`src/rtl/board_regs_pkg.sv`:
```
package board_regs_pkg;
  // Byte offsets inside the window; software depends on these positions.
  localparam logic [31:0] OFF_DATE  = 32'h0000_0000;
  localparam logic [31:0] OFF_CLK   = 32'h0000_0004;
  localparam logic [31:0] OFF_LED   = 32'h0000_0008;
  localparam logic [31:0] OFF_SW    = 32'h0000_000C;
  localparam logic [31:0] OFF_RESET = 32'h0000_0010;

  typedef enum logic [2:0] {
    SEL_NONE,
    SEL_DATE,
    SEL_CLK,
    SEL_LED,
    SEL_SW,
    SEL_RESET
  } reg_sel_e;
endpackage

```
`src/rtl/board_sync.sv`:
```
module board_sync #(
  parameter int W      = 8,
  parameter int STAGES = 2
) (
  input  logic         clk,
  input  logic         rst,
  input  logic [W-1:0] d,
  output logic [W-1:0] q
);
  logic [W-1:0] stage [STAGES];

  generate
    for (genvar i = 0; i < STAGES; i++) begin : g_stage
      if (i == 0) begin : g_first
        always_ff @(posedge clk) begin
          if (rst) stage[0] <= '0;
          else     stage[0] <= d;
        end
      end else begin : g_next
        always_ff @(posedge clk) begin
          if (rst) stage[i] <= '0;
          else     stage[i] <= stage[i-1];
        end
      end
    end
  endgenerate

  assign q = stage[STAGES-1];
endmodule

```
`src/rtl/board_decode.sv`:
```
module board_decode
  import board_regs_pkg::*;
#(
  parameter int ADDR_W = 16
) (
  input  logic [ADDR_W-1:0] addr,
  output reg_sel_e          sel
);
  localparam int WORD_W = ADDR_W - 2;

  logic [WORD_W-1:0] word;
  logic [1:0]        unused_lane;

  assign word        = addr[ADDR_W-1:2];
  assign unused_lane = addr[1:0];

  always_comb begin
    if      (word == WORD_W'(OFF_DATE  >> 2)) sel = SEL_DATE;
    else if (word == WORD_W'(OFF_CLK   >> 2)) sel = SEL_CLK;
    else if (word == WORD_W'(OFF_LED   >> 2)) sel = SEL_LED;
    else if (word == WORD_W'(OFF_SW    >> 2)) sel = SEL_SW;
    else if (word == WORD_W'(OFF_RESET >> 2)) sel = SEL_RESET;
    else                                      sel = SEL_NONE;
  end
endmodule

```
`src/rtl/board_regs.sv`:
```
module board_regs
  import board_regs_pkg::*;
#(
  parameter int          ADDR_W     = 16,
  parameter int          DATA_W     = 32,
  parameter int          LED_W      = 8,
  parameter int          SW_W       = 8,
  parameter int          SYNC_DEPTH = 2,
  parameter logic [31:0] BUILD_CODE = 32'h0927_2011,
  parameter logic [31:0] CLK_HZ     = 32'd10_000_000,
  parameter logic [31:0] MAGIC      = 32'h0000_DEAD
) (
  input  logic              clk,
  input  logic              rst,
  input  logic [ADDR_W-1:0] bus_addr,
  input  logic              bus_wr,
  input  logic [DATA_W-1:0] bus_wdata,
  input  logic              bus_rd,
  output logic [DATA_W-1:0] bus_rdata,
  output logic [LED_W-1:0]  led_out,
  input  logic [SW_W-1:0]   sw_in,
  output logic              reset_req
);
  logic [SW_W-1:0]   sw_sync;
  reg_sel_e          sel;
  logic [LED_W-1:0]  led_q;
  logic [DATA_W-1:0] rdata_q;
  logic [DATA_W-1:0] rd_mux;
  logic              pulse_q;
  logic              magic_hit;

  board_sync #(.W(SW_W), .STAGES(SYNC_DEPTH)) u_sync (
    .clk (clk),
    .rst (rst),
    .d   (sw_in),
    .q   (sw_sync)
  );

  board_decode #(.ADDR_W(ADDR_W)) u_dec (
    .addr (bus_addr),
    .sel  (sel)
  );

  assign magic_hit = (bus_wdata == DATA_W'(MAGIC));

  always_comb begin
    case (sel)
      SEL_DATE: rd_mux = DATA_W'(BUILD_CODE);
      SEL_CLK:  rd_mux = DATA_W'(CLK_HZ);
      SEL_LED:  rd_mux = DATA_W'(led_q);
      SEL_SW:   rd_mux = DATA_W'(sw_sync);
      default:  rd_mux = '0;
    endcase
  end

  always_ff @(posedge clk) begin
    if (rst) begin
      led_q   <= '0;
      rdata_q <= '0;
      pulse_q <= 1'b0;
    end else begin
      if (bus_wr && sel == SEL_LED) led_q <= bus_wdata[LED_W-1:0];
      pulse_q <= bus_wr && (sel == SEL_RESET) && magic_hit;
      rdata_q <= bus_rd ? rd_mux : '0;
    end
  end

  assign bus_rdata = rdata_q;
  assign led_out   = led_q;
  assign reset_req = pulse_q;
endmodule

```
`config.mk`:
```
export PLATFORM = sky130hd
export DESIGN_NAME = board_regs
export DESIGN_NICKNAME = d
export VERILOG_FILES = /design/src/rtl/board_regs_pkg.sv /design/src/rtl/board_sync.sv /design/src/rtl/board_decode.sv /design/src/rtl/board_regs.sv
export SDC_FILE = /design/constraint.sdc
export NUM_CORES = 1
export LEC_CHECK = 0
export BUFFER_PORTS_ARGS = -buffer_cell sky130_fd_sc_hd__buf_2
export CAP_MARGIN = 20
export CORE_MARGIN = 2
export CORE_UTILIZATION = 39
export CTS_BUF_LIST = sky130_fd_sc_hd__clkbuf_2 sky130_fd_sc_hd__clkbuf_4 sky130_fd_sc_hd__clkbuf_8
export DETAILED_ROUTE_END_ITERATION = 6
export PLACE_DENSITY = 0.79
export SETUP_SLACK_MARGIN = 0.15
export SKIP_CTS_REPAIR_TIMING = 1
export SYNTH_ARGS = -nofsm -noshare
export SYNTH_HDL_FRONTEND = slang
export SYNTH_HIERARCHICAL = 1
export SYNTH_SLANG_ARGS = --single-unit
```
`constraint.sdc`:
```
create_clock -name clk -period 2.2 [get_ports clk]
set_input_delay 0.66 -clock clk [delete_from_list [all_inputs] [get_ports clk]]
set_output_delay 0.66 -clock clk [all_outputs]
set_load 0.01 [all_outputs]
```
== After elaboration in Yosys (flattened, before gate mapping) ==
Memories as Yosys holds them, arrays and structs flattened.
Index checks and enable logic that the tools add are counted.
Word-level totals
  flip-flop bits (word level): 41
  RAM bits: 16
  bits of input ports: 60
  memories: 1
Memories
  u_sync.stage: depth 2, width 8, rd ports 2, clocked after memory_dff 0, write ports 2, line board_sync.sv:10  | logic [W-1:0] stage [STAGES];
Operators by class
  equal/unequal tests: 10
  mux-type cells: 11
  bitwise gates (word level): 3
  reduce and logical (&&, ||, !) cells: 5
Operators by type and width (number)
  28-bit one-hot mux with 4 select lines: 1
  32-bit by 16-bit == test with 1-bit output, second input constant: 1
  14-bit by 2-bit == test with 1-bit output, second input constant: 2
  8-bit two-way mux: 2
  3-bit two-way mux: 5
  14-bit by 1-bit == test with 1-bit output, second input constant: 1
  14-bit by 3-bit == test with 1-bit output, second input constant: 1
  14-bit zero test: 1
  3-bit by 2-bit == test with 1-bit output, second input constant: 2
  3-bit == test, second input constant: 2
  3-bit by 1-bit == test with 1-bit output, second input constant: 1
  1-bit logical AND: 3
  1-bit two-way mux: 3
  1-bit OR: 2
  2-bit OR reduction: 1
  1-bit NOT: 1

== Longest topological paths before layout ==
Gate-level depths: netlist of run 1.
  word-level depth: 9
  gate-level depth with buffers: 8
  gate-level depth less buffers: 6

== Modules after synthesis ==
Netlist of run 1, hierarchy kept.
Modules (own cells, without submodules)
  board_regs: instances 1, cells an instance 115, area each 970.9 um^2, seq. area each 380.4 um^2
  board_sync: instances 1, cells an instance 33, area each 464.2 um^2, seq. area each 320.3 um^2
  board_decode: instances 1, cells an instance 11, area each 76.3 um^2, seq. area each 0.0 um^2

== Least setup slack after synthesis of run 1 ==
Ideal clock, no wire load.
  path kind: in2reg
  start: input bus_addr[11]
  end: register pulse_q, in the netlist reset_req
  setup time: 88 ps
  arrival time: 2227 ps
  data required time: 2112 ps
  setup slack: -115 ps
  stages: 7
  buffers on the path: 1
  cells stage by stage: nor4_2 nand3_1 a211oi_1 clkbuf_1 nand4b_1 or4_1 nor4_2
Between the ends
  word-level cells in the longest chain between the ends: 9
  elaborated cells between the ends (all ways): 13
  classes of those cells: eq/ne (5); mux (5); reduce/logical (3)
RTL lines
  start: declaration: line board_regs.sv:15  | input logic [ADDR_W-1:0] bus_addr,
  14-bit by 3-bit == test with 1-bit output: line board_decode.sv:22  | else if (word == WORD_W'(OFF_RESET >> 2)) sel = SEL_RESET;
  3-bit two-way mux: line board_decode.sv:22
  3-bit two-way mux: line board_decode.sv:21  | else if (word == WORD_W'(OFF_SW >> 2)) sel = SEL_SW;
  3-bit two-way mux: line board_decode.sv:20  | else if (word == WORD_W'(OFF_LED >> 2)) sel = SEL_LED;
  3-bit two-way mux: line board_decode.sv:19  | else if (word == WORD_W'(OFF_CLK >> 2)) sel = SEL_CLK;
  3-bit two-way mux *: line board_decode.sv:18  | if (word == WORD_W'(OFF_DATE >> 2)) sel = SEL_DATE;
  via sel[0]: line board_regs.sv:25  | reg_sel_e sel;
  3-bit == test *: line board_regs.sv:63  | pulse_q <= bus_wr && (sel == SEL_RESET) && magic_hit;
  1-bit logical AND * (2 in series): line board_regs.sv:63
  end signal: assignment: line board_regs.sv:63
  end: declaration: line board_regs.sv:29  | logic pulse_q;
Mark *: on every way through the listed nets, which the timed path passes. The rest lies on a longest branch.
A chain may end at the register's enable or synchronous reset.

== Final worst setup path of run 1 ==
  start: input bus_addr[12]
  end: register pulse_q, in the netlist reset_req
Same word-level chain as after synthesis.

==> metrics.cfg, run 1 <==
[status]
run_status=completed

[grt]
grt_util_all_layers_pct=16.0
grt_pass1_wl_mm=5.29
overflow=0
grt_pass1_vias=1254
grt_antenna_before_repair=0
grt_max_degree=26

[floorplanning]
rows=22
boundaryPins=101
fp.coreArea_sq_um=3690
die_width_microns=66.3
start_util_pct=41.0
die_area_sq_um=4390
die-height_microns=66.3

[power]
power.internal_uw=939
p_leak_uw=0.000987
ir_drop_mv=0.445
clkPwrFrac_pct=37.3
power_density_nw_per_um2=567
power_frac_seq_pct=53.8
p_comb_share_pct=8.8
p_sw_uw=268
swShare_pct=22.2

[setup_path]
crit_arrival_ns=2.23
cp-end-kind=flip-flop
required_ns=2.40
r2r_slack_ns=1.32
worst-path-buf-inv=1
path_class=input port to flip-flop
worst_path_most_repeated_cell=nor4_4
crit_slowest_cell=or4_4
start_kind=input port
path_max_fanout=2
cp_cell_sequence=buf_6 > nor4_4 > nand3_2 > a211oi_2 > nand4b_1 > or4_4 > nor4_4
slowest_delay_ns=0.55
critPathTopFamily=simple AND/OR/NAND/NOR gates

[cells_and_area]
final_cell_mix=buf_2 (85), dfxtp_1 (35), nand2_1 (21), a21oi_1 (11), buf_4 (11)
fin_nets=309
drive_gt1_share_pct=54.4
nFillCells=337
antenna_cells=0
final_cells=298
area_growth_pct=40.7
final_common_cell=buf_2

[routing]
ant_nets=0
vias=1395
drc_errors=0
first_iter_violations=16
dr.pass1.iters=4
wl_mm=3.56
viasPerCell=4.68
wl_per_cell_microns=11.9

[synthesis]
yosysUniqueCellTypes=34
yosysWarnings=6
synth_area_leader_cell=dfxtp_1
synthesis.instances=159
synthesis.area_sq_um=1510
synth_top_area_share_pct=46.4
seq_area_frac_synth_pct=46.4
ys_ff_latch=35
synth_area_leaders=dfxtp_1 (46%), buf_4 (11%), nand2_1 (5.2%)
synth.avg_cell_area_sq_um=9.51

[sta]
min_period_ns=2.03
fmax_ghz=0.492
clock_skew_ns=0.00122
setup-tns-final_ns=0
rsz0062_at_grt=yes
min_period_over_period_pct=92.4
slew_viol_final=0
whs_ns=0.440
hold_viol_final=0
setup_viol=0

[hold_path]
min_path_type=flip-flop to flip-flop

[cts]
clk_latency_ns=0.28
clock-sinks=35
cts_tree=yes
h-tree-depth=2
cts_buffers=5
cts_buffer_depth=2
clk_pin_slew_ns=0.07
cts-root-buf=clkbuf_8

[place]
gp_congestion=0.747
dp.cells=285
port_buffers=88
detailed_place_hpwl_mm=2.59

[flow_run]
maxCapViolCount=0

power groups by stage:
stage               clock, uW  sequential, uW  combinational, uW
floorplan                   0             663               51.3
global placement            0             664               92.4
detailed placement          0             664               95.1
CTS                       465             650               95.4
global route              491             650                118
finish                    450             650                107
flip-flops by register name, summed over array words and instances, names as in the netlist:
| name | cells |
|---|---|
| reset_req | 1 |
| bus_rdata | 10 |
| led_out | 8 |
| u_sync/stage | 16 |
per-layer routing:
| layer | vias to the layer above | track usage (%) | part of all wire (%) |
|---|---|---|---|
| li1 | 691 | - | - |
| met1 | 639 | 16.5 | 39 |
| met2 | 57 | 29.3 | 51 |
| met3 | 8 | 4.43 | 7.8 |
| met4 | 0 | 7.65 | 1.6 |
| met5 | - | 0 | 0 |
worst paths after layout:
| path | from | endpoint | cells past startpoint |
|---|---|---|---|
| max reg2reg | led_out[7]$_SDFFE_PP0P_ | bus_rdata[7]$_SDFF_PP0_ | 3 |
| max | bus_addr[12] | reset_req$_SDFF_PP0_ | 7 |
| min reg2reg | u_sync/stage[1][4]$_SDFF_PP0_ | bus_rdata[4]$_SDFF_PP0_ | 2 |
| min | u_sync/stage[1][4]$_SDFF_PP0_ | bus_rdata[4]$_SDFF_PP0_ | 2 |
cells in the mapped netlist:
cell type	count
or4b_1	1
nor3_1	3
o21ba_2	1
a21oi_1	13
a211o_1	1
nand4b_1	5
xnor2_1	1
nand3b_1	1
nand2b_1	1
nor4_2	3
nor3b_2	1
conb_1	1
nor2b_2	7
and2b_2	6
or4_1	1
inv_1	2
o21bai_1	1
and4b_1	1
nor3b_1	1
nor2_1	6
nor4bb_1	1
a22oi_1	4
clkbuf_1	3
nor2b_1	4
buf_6	2
and3b_1	1
nor4_1	4
buf_4	22
a211oi_1	1
nand3_1	1
o21ai_0	2
nand2_1	21
dfxtp_1	35
nand4_1	1
stage by stage:
stage,area (sq um),power (uW),setup slack (ns),util (%)
6_report,2130,1210,0.168,57.7
5_1_grt,2130,1260,0.0746,57.7
4_1_cts,2000,1210,0.152,54.3
3_5_place_dp,1910,759,-0.131,51.9
3_3_place_gp,1910,756,-0.121,51.9
2_1_floorplan,1560,715,-0.0146,-
kinds of logic after synthesis:
group | count (synthesis) | share of synthesized area [%]
flip-flops | 35 | 46.4
other | 1 | 0.248
AO/OA/AOI/OAI | 23 | 9.19
AND/OR/NAND/NOR | 70 | 30.0
XOR/XNOR | 1 | 0.580
buffers and inverters | 29 | 13.7
worst register-to-register path, cell delays in order, from the launching register on:
cell     delay [ns]
dfxtp_1        0.35
inv_1          0.05
a211o_1        0.24
a21oi_1        0.16
layout make-up:
cell class,instances,area [sq um],area share [%]
flip-flops and latches,35,701,32.9
well taps,48,60.1,2.82
multi-input cells,104,706,33.2
clock inverters,2,12.5,0.588
repair buffers,101,564,26.5
clock buffers,6,76.3,3.59
inverters,2,7.51,0.353
No activity file was read; power rests on OpenSTA's default activity.
==> run 2, diff against run 1 <==
--- a/config.mk
+++ b/config.mk
@@ -5,13 +5,14 @@
 export SDC_FILE = /design/constraint.sdc
 export NUM_CORES = 1
 export LEC_CHECK = 0
+export ABC_AREA = 1
 export BUFFER_PORTS_ARGS = -buffer_cell sky130_fd_sc_hd__buf_2
 export CAP_MARGIN = 20
 export CORE_MARGIN = 2
-export CORE_UTILIZATION = 39
+export CORE_UTILIZATION = 40
 export CTS_BUF_LIST = sky130_fd_sc_hd__clkbuf_2 sky130_fd_sc_hd__clkbuf_4 sky130_fd_sc_hd__clkbuf_8
 export DETAILED_ROUTE_END_ITERATION = 6
-export PLACE_DENSITY = 0.79
+export PLACE_DENSITY = 0.78
 export SETUP_SLACK_MARGIN = 0.15
 export SKIP_CTS_REPAIR_TIMING = 1
 export SYNTH_ARGS = -nofsm -noshare
==> run 2 against run 1 <==
Compared with the run above:
- cell count rose by 24%
- die area rose by 7.6%
- power rose by 0.49%
- non-clock buffer count fell by 8
- routed wire length fell by 6.5%
- highest routed layer unchanged
==> metrics.cfg, run 2 <==
[power]
ir_drop_mv=0.298
p_comb_share_pct=9.1
clkPwrFrac_pct=37.3
p_leak_uw=0.00117
power_density_nw_per_um2=565
power.internal_uw=933
p_sw_uw=280
swShare_pct=23.1
power_frac_seq_pct=53.6

[cells_and_area]
largest_reg_flops=16
final_cell_mix=buf_2 (88), nand2_1 (55), nor2_1 (45), dfxtp_1 (35), inv_1 (34)
drive_gt1_share_pct=36.1
antenna_cells=0
ff_latch_area_sq_um=701
multiInputGateArea_sq_um=684
final_cell_area_sq_um=2150
area_growth_pct=28.0
final_common_cell=buf_2
final_cells=371
fin_nets=380
registers.top_by_ff_count=u_sync/stage
nFillCells=418

[routing]
first_iter_violations=63
highest_layer=met4
wl_met3_microns=335
drc_errors=0
wl_per_cell_microns=8.96
wl_met2_mm=1.54
vias=1536
dr.pass1.iters=4
viasPerCell=4.14
wirelength_met1_mm=1.42
ant_nets=0
wl_mm=3.33

[synthesis]
yosysMostFrequentCell=nand2_1
synthesis.area_sq_um=1680
synth_area_leader_cell=dfxtp_1
yosysWarnings=6
ys.flop_type=dfxtp_1
synth_area_leaders=dfxtp_1 (42%), nand2_1 (12%), nor2_1 (10%)
synth-edff-count=0
seq_area_frac_synth_pct=41.8
synth_common_cells=nand2_1 (55), nor2_1 (46), dfxtp_1 (35)
synth_top_area_share_pct=41.8
synth.avg_cell_area_sq_um=7.10
yosysUniqueCellTypes=23
synthesis.instances=236
ys_ff_latch=35
async_flop_share_pct=0

[sta]
setup-tns-final_ns=0
hold_viol_final=0
setup_viol=0
whs_ns=0.401
slew_viol_final=0
min_period_ns=1.80
min_period_over_period_pct=81.7
clock_skew_ns=0.00938
fmax_ghz=0.556
rsz0062_at_grt=no

[setup_path]
r2r_start=led_out[7]$_SDFFE_PP0P_
path_max_fanout=8
crit_arrival_ns=2.01
path_class=input port to flip-flop
required_ns=2.41
start_kind=input port
regToRegEndpoint=bus_rdata[7]$_SDFF_PP0_
r2r_slack_ns=1.50
cp-end-kind=flip-flop
worst-r2r-cell-count=2

[place]
detailed_place_hpwl_mm=2.64
placed_area_sq_um=2060
port_buffers=88
dp.cells=363
gp_congestion=0.753

[cts]
cts_buffers=5
clk_pin_slew_ns=0.08
cts_tree=yes
clk_latency_ns=0.28
cts-root-buf=clkbuf_8
cts_buffer_depth=2
clock-sinks=35
h-tree-depth=2

[hold_path]
whs_path_depth=2
min_to=u_sync/stage[1][5]$_SDFF_PP0_
min_path_type=flip-flop to flip-flop
hp-start=u_sync/stage[0][5]$_SDFF_PP0_

[grt]
grt_pass1_wl_mm=5.09
overflow=0
grt_max_degree=25
grt_antenna_before_repair=0
grt_pass1_vias=1234
grt_util_all_layers_pct=14.7

[floorplanning]
fp.coreArea_sq_um=4030
die_area_sq_um=4730
boundaryPins=101
rows=23
die_width_microns=68.7
die-height_microns=68.7
start_util_pct=41.6

[status]
run_status=completed

[flow_run]
maxCapViolCount=0

[run 2: logic make-up (layout without fill, tap and decap cells)]
| family | count (synthesis) | count (layout) | synth area share (%) |
|---|---|---|---|
| simple gates | 124 | 124 | 33.3 |
| other cells | 1 | 10 | 0.224 |
| compound gates | 16 | 16 | 5.15 |
| buf+inv | 60 | 136 | 19.6 |
| flops | 35 | 35 | 41.8 |
[run 2: worst max-delay path by stage]
| stage | slack (ns) | endpoint | cells after the start | from |
|---|---|---|---|---|
| finish | 0.40 | led_out[6]$_SDFFE_PP0P_ | 9 | bus_addr[11] |
| global route | 0.29 | led_out[6]$_SDFFE_PP0P_ | 10 | bus_addr[5] |
| CTS | 0.40 | led_out[6]$_SDFFE_PP0P_ | 9 | bus_addr[11] |
| detailed placement | 0.10 | led_out[6]$_SDFFE_PP0P_ | 9 | bus_addr[11] |
| global placement | 0.15 | led_out[6]$_SDFFE_PP0P_ | 9 | bus_addr[11] |
| floorplan | 0.21 | led_out[7]$_SDFFE_PP0P_ | 9 | bus_addr[11] |
[run 2: through the flow]
step	total power [uW]	setup slack, ns	util [%]
after CTS	1220	0.403	53.3
final	1210	0.402	53.3
after detailed placement	776	0.105	51.1
after floorplan	732	0.214	-
after global routing	1270	0.288	53.3
after global placement	774	0.149	51.1
[run 2: cell type report]
cell class                 instances  share of cell area, %
clock inverter                     2                  0.583
multi-input combinational        150                   31.9
inverter                          35                   6.12
tap                               50                   2.92
sequential                        35                   32.7
timing repair buffer              93                   22.3
clock buffer                       6                   3.56
[run 2: power groups by stage]
stage	clock [uW]	sequential, uW	combinational (uW)
2_1_floorplan	0	664	68.1
3_3_place_gp	0	665	109
3_5_place_dp	0	665	111
4_1_cts	463	650	111
5_1_grt	492	651	129
6_report	452	650	111
[run 2: routing by layer]
| metal | GRT usage [%] | up-vias |
|---|---|---|
| li1 | - | 842 |
| met2 | 26.6 | 64 |
| met1 | 16.3 | 625 |
| met3 | 4.38 | 5 |
| met4 | 5.15 | 0 |
| met5 | 0 | - |
[run 2: worst max-delay path: stages]
cell and delay, ns:
buf_2 0.10, or2_4 0.26, nor2_8 0.14, nand2_1 0.08, nand2_1 0.17, nand2_4 0.09, nor3_4 0.28, nand2_1 0.09
a21oi_1 0.14
==> run 3, diff against run 2 <==
==> constraint.sdc (replaced) <==
create_clock -name clk -period 1.5 [get_ports clk]
set_input_delay 0.45 -clock clk [delete_from_list [all_inputs] [get_ports clk]]
set_output_delay 0.45 -clock clk [all_outputs]
set_load 0.01 [all_outputs]
==> run 3 against run 2 <==
Compared with the run above:
- the flow now finishes with violations (negative setup slack)
- first-iteration DRC count grew 63%
- via count grew 3.3%
- core utilization grew 4.7 points
- routed wire length grew 12%
- power grew 62%
- design area grew 8.8%
- sequential cell count is the same
- critical path depth grew 1
- non-clock buffer count grew 4
- worst setup slack lost 0.46 ns
- highest routed layer unchanged
==> metrics.cfg, run 3 (synthesis results as in run 2) <==
[setup_path]
r2r_start=led_out[7]$_SDFFE_PP0P_
cp-end-kind=flip-flop
start_kind=input port
slowest_delay_ns=0.26
startpoint=bus_addr[11]
cp_cell_sequence=buf_6 > or2_4 > nor2_8 > nand3_2 > nand2_2 > nand2_4 > nor2_4 > nand2_4 > nand2_1 > a21oi_1
crit_arrival_ns=1.72
crit_slowest_cell=or2_4
path_max_fanout=8
required_ns=1.67
worst_path_most_repeated_cell=nand2_4
path_class=input port to flip-flop

[place]
placed_area_sq_um=2110
dp.cells=365
port_buffers=88
detailed_place_hpwl_mm=2.73
gp_congestion=0.767

[cells_and_area]
final_cell_area_sq_um=2330
final_common_cell=buf_2
antenna_cells=0
area_growth_pct=39.3
final_cell_mix=buf_2 (86), nand2_1 (48), nor2_1 (37), dfxtp_1 (34), inv_1 (33)
registers.top_by_ff_count=u_sync/stage
final_util_pct=58.0
nFillCells=390
fin_nets=384
drive_gt1_share_pct=44.3
largest_reg_flops=16
final_cells=375

[routing]
wl_per_cell_microns=9.93
viasPerCell=4.23
drc_errors=0
vias=1587
wl_mm=3.72
first_iter_violations=103
ant_nets=0
dr.pass1.iters=4

[floorplanning]
start_util_pct=41.6
die-height_microns=68.7
boundaryPins=101
die_width_microns=68.7
die_area_sq_um=4730
fp.coreArea_sq_um=4030
rows=23

[sta]
min_period_over_period_pct=104
setup-tns-final_ns=-0.512
clock_skew_ns=0.00666
slew_viol_final=0
whs_ns=0.370
worst_slack_ns=-0.0560
min_period_ns=1.56
setup_viol=14
rsz0062_at_grt=yes
hold_viol_final=0
fmax_ghz=0.643

[power]
ir_drop_mv=0.589
p_leak_uw=0.00126
power_density_nw_per_um2=840

[grt]
overflow=0
grt_pass1_vias=1319
grt_max_degree=23
grt_pass1_wl_mm=5.33
grt_util_all_layers_pct=15.4
grt_antenna_before_repair=0

[status]
violations=negative setup slack
run_status=finished with violations

[cts]
clk_latency_ns=0.28
cts_buffers=5
h-tree-depth=2
clk_pin_slew_ns=0.07
cts-root-buf=clkbuf_8
cts_tree=yes
cts_buffer_depth=2
clock-sinks=35

[hold_path]
hp-start=sw_in[6]
min_path_type=input port to flip-flop

[flow_run]
maxCapViolCount=0

[run 3: cell types whose count changed in the layout (fill, tap and decap cells not counted), moves of 3 or more]
cell / delta
nand3_1: -3
nand2_2: +4
nor2_1: -8
a21oi_1: -3
a21oi_2: +3
nand2_4: +3
buf_6: +3
nor2_2: +6
nand2_1: -7
[run 3: where the power goes]
group          leakage [uW]  switching [uW]  internal (uW)
clock             0.0000581             334            494
combinational      0.000913            95.3           83.2
sequential         0.000286            5.48            949
total               0.00126             435           1530
[run 3: cell type report]
class	instances	area, sq um	share of cell area (%)
clock inverter	3	43.8	1.88
inverter	35	134	5.73
sequential	35	702	30.1
timing repair buffer	97	537	23.0
tap	50	62.6	2.68
clock buffer	5	68.8	2.95
multi-input combinational	150	787	33.7
[run 3: routing by layer]
metal	up-vias	wire, microns	track usage, %
li1	849	-	-
met1	668	1510	17.0
met2	65	1810	27.4
met3	5	360	4.55
met4	0	39	6.37
met5	-	0	0
[run 3: path summary, 6_finish.rpt]
check / end / depth (start not counted) / slack, ns
max: led_out[2]$_SDFFE_PP0P_ / 10 / -0.06
min: u_sync/stage[0][6]$_SDFF_PP0_ / 3 / 0.37
max reg2reg: bus_rdata[7]$_SDFF_PP0_ / 2 / 0.76
min reg2reg: u_sync/stage[1][7]$_SDFF_PP0_ / 2 / 0.40
[run 3: through the flow]
step | setup slack, ns | power [uW]
floorplan | -0.134 | 1070
global placement | -0.301 | 1140
detailed placement | -0.368 | 1140
CTS | -0.0723 | 1970
global route | -0.145 | 2050
finish | -0.0560 | 1960
[run 3: worst max-delay path, delay by kind of cell]
| kind | cells | cell delay, ns |
|---|---|---|
| simple gates | 8 | 1.11 |
| compound gates | 1 | 0.07 |
| buf+inv | 1 | 0.09 |
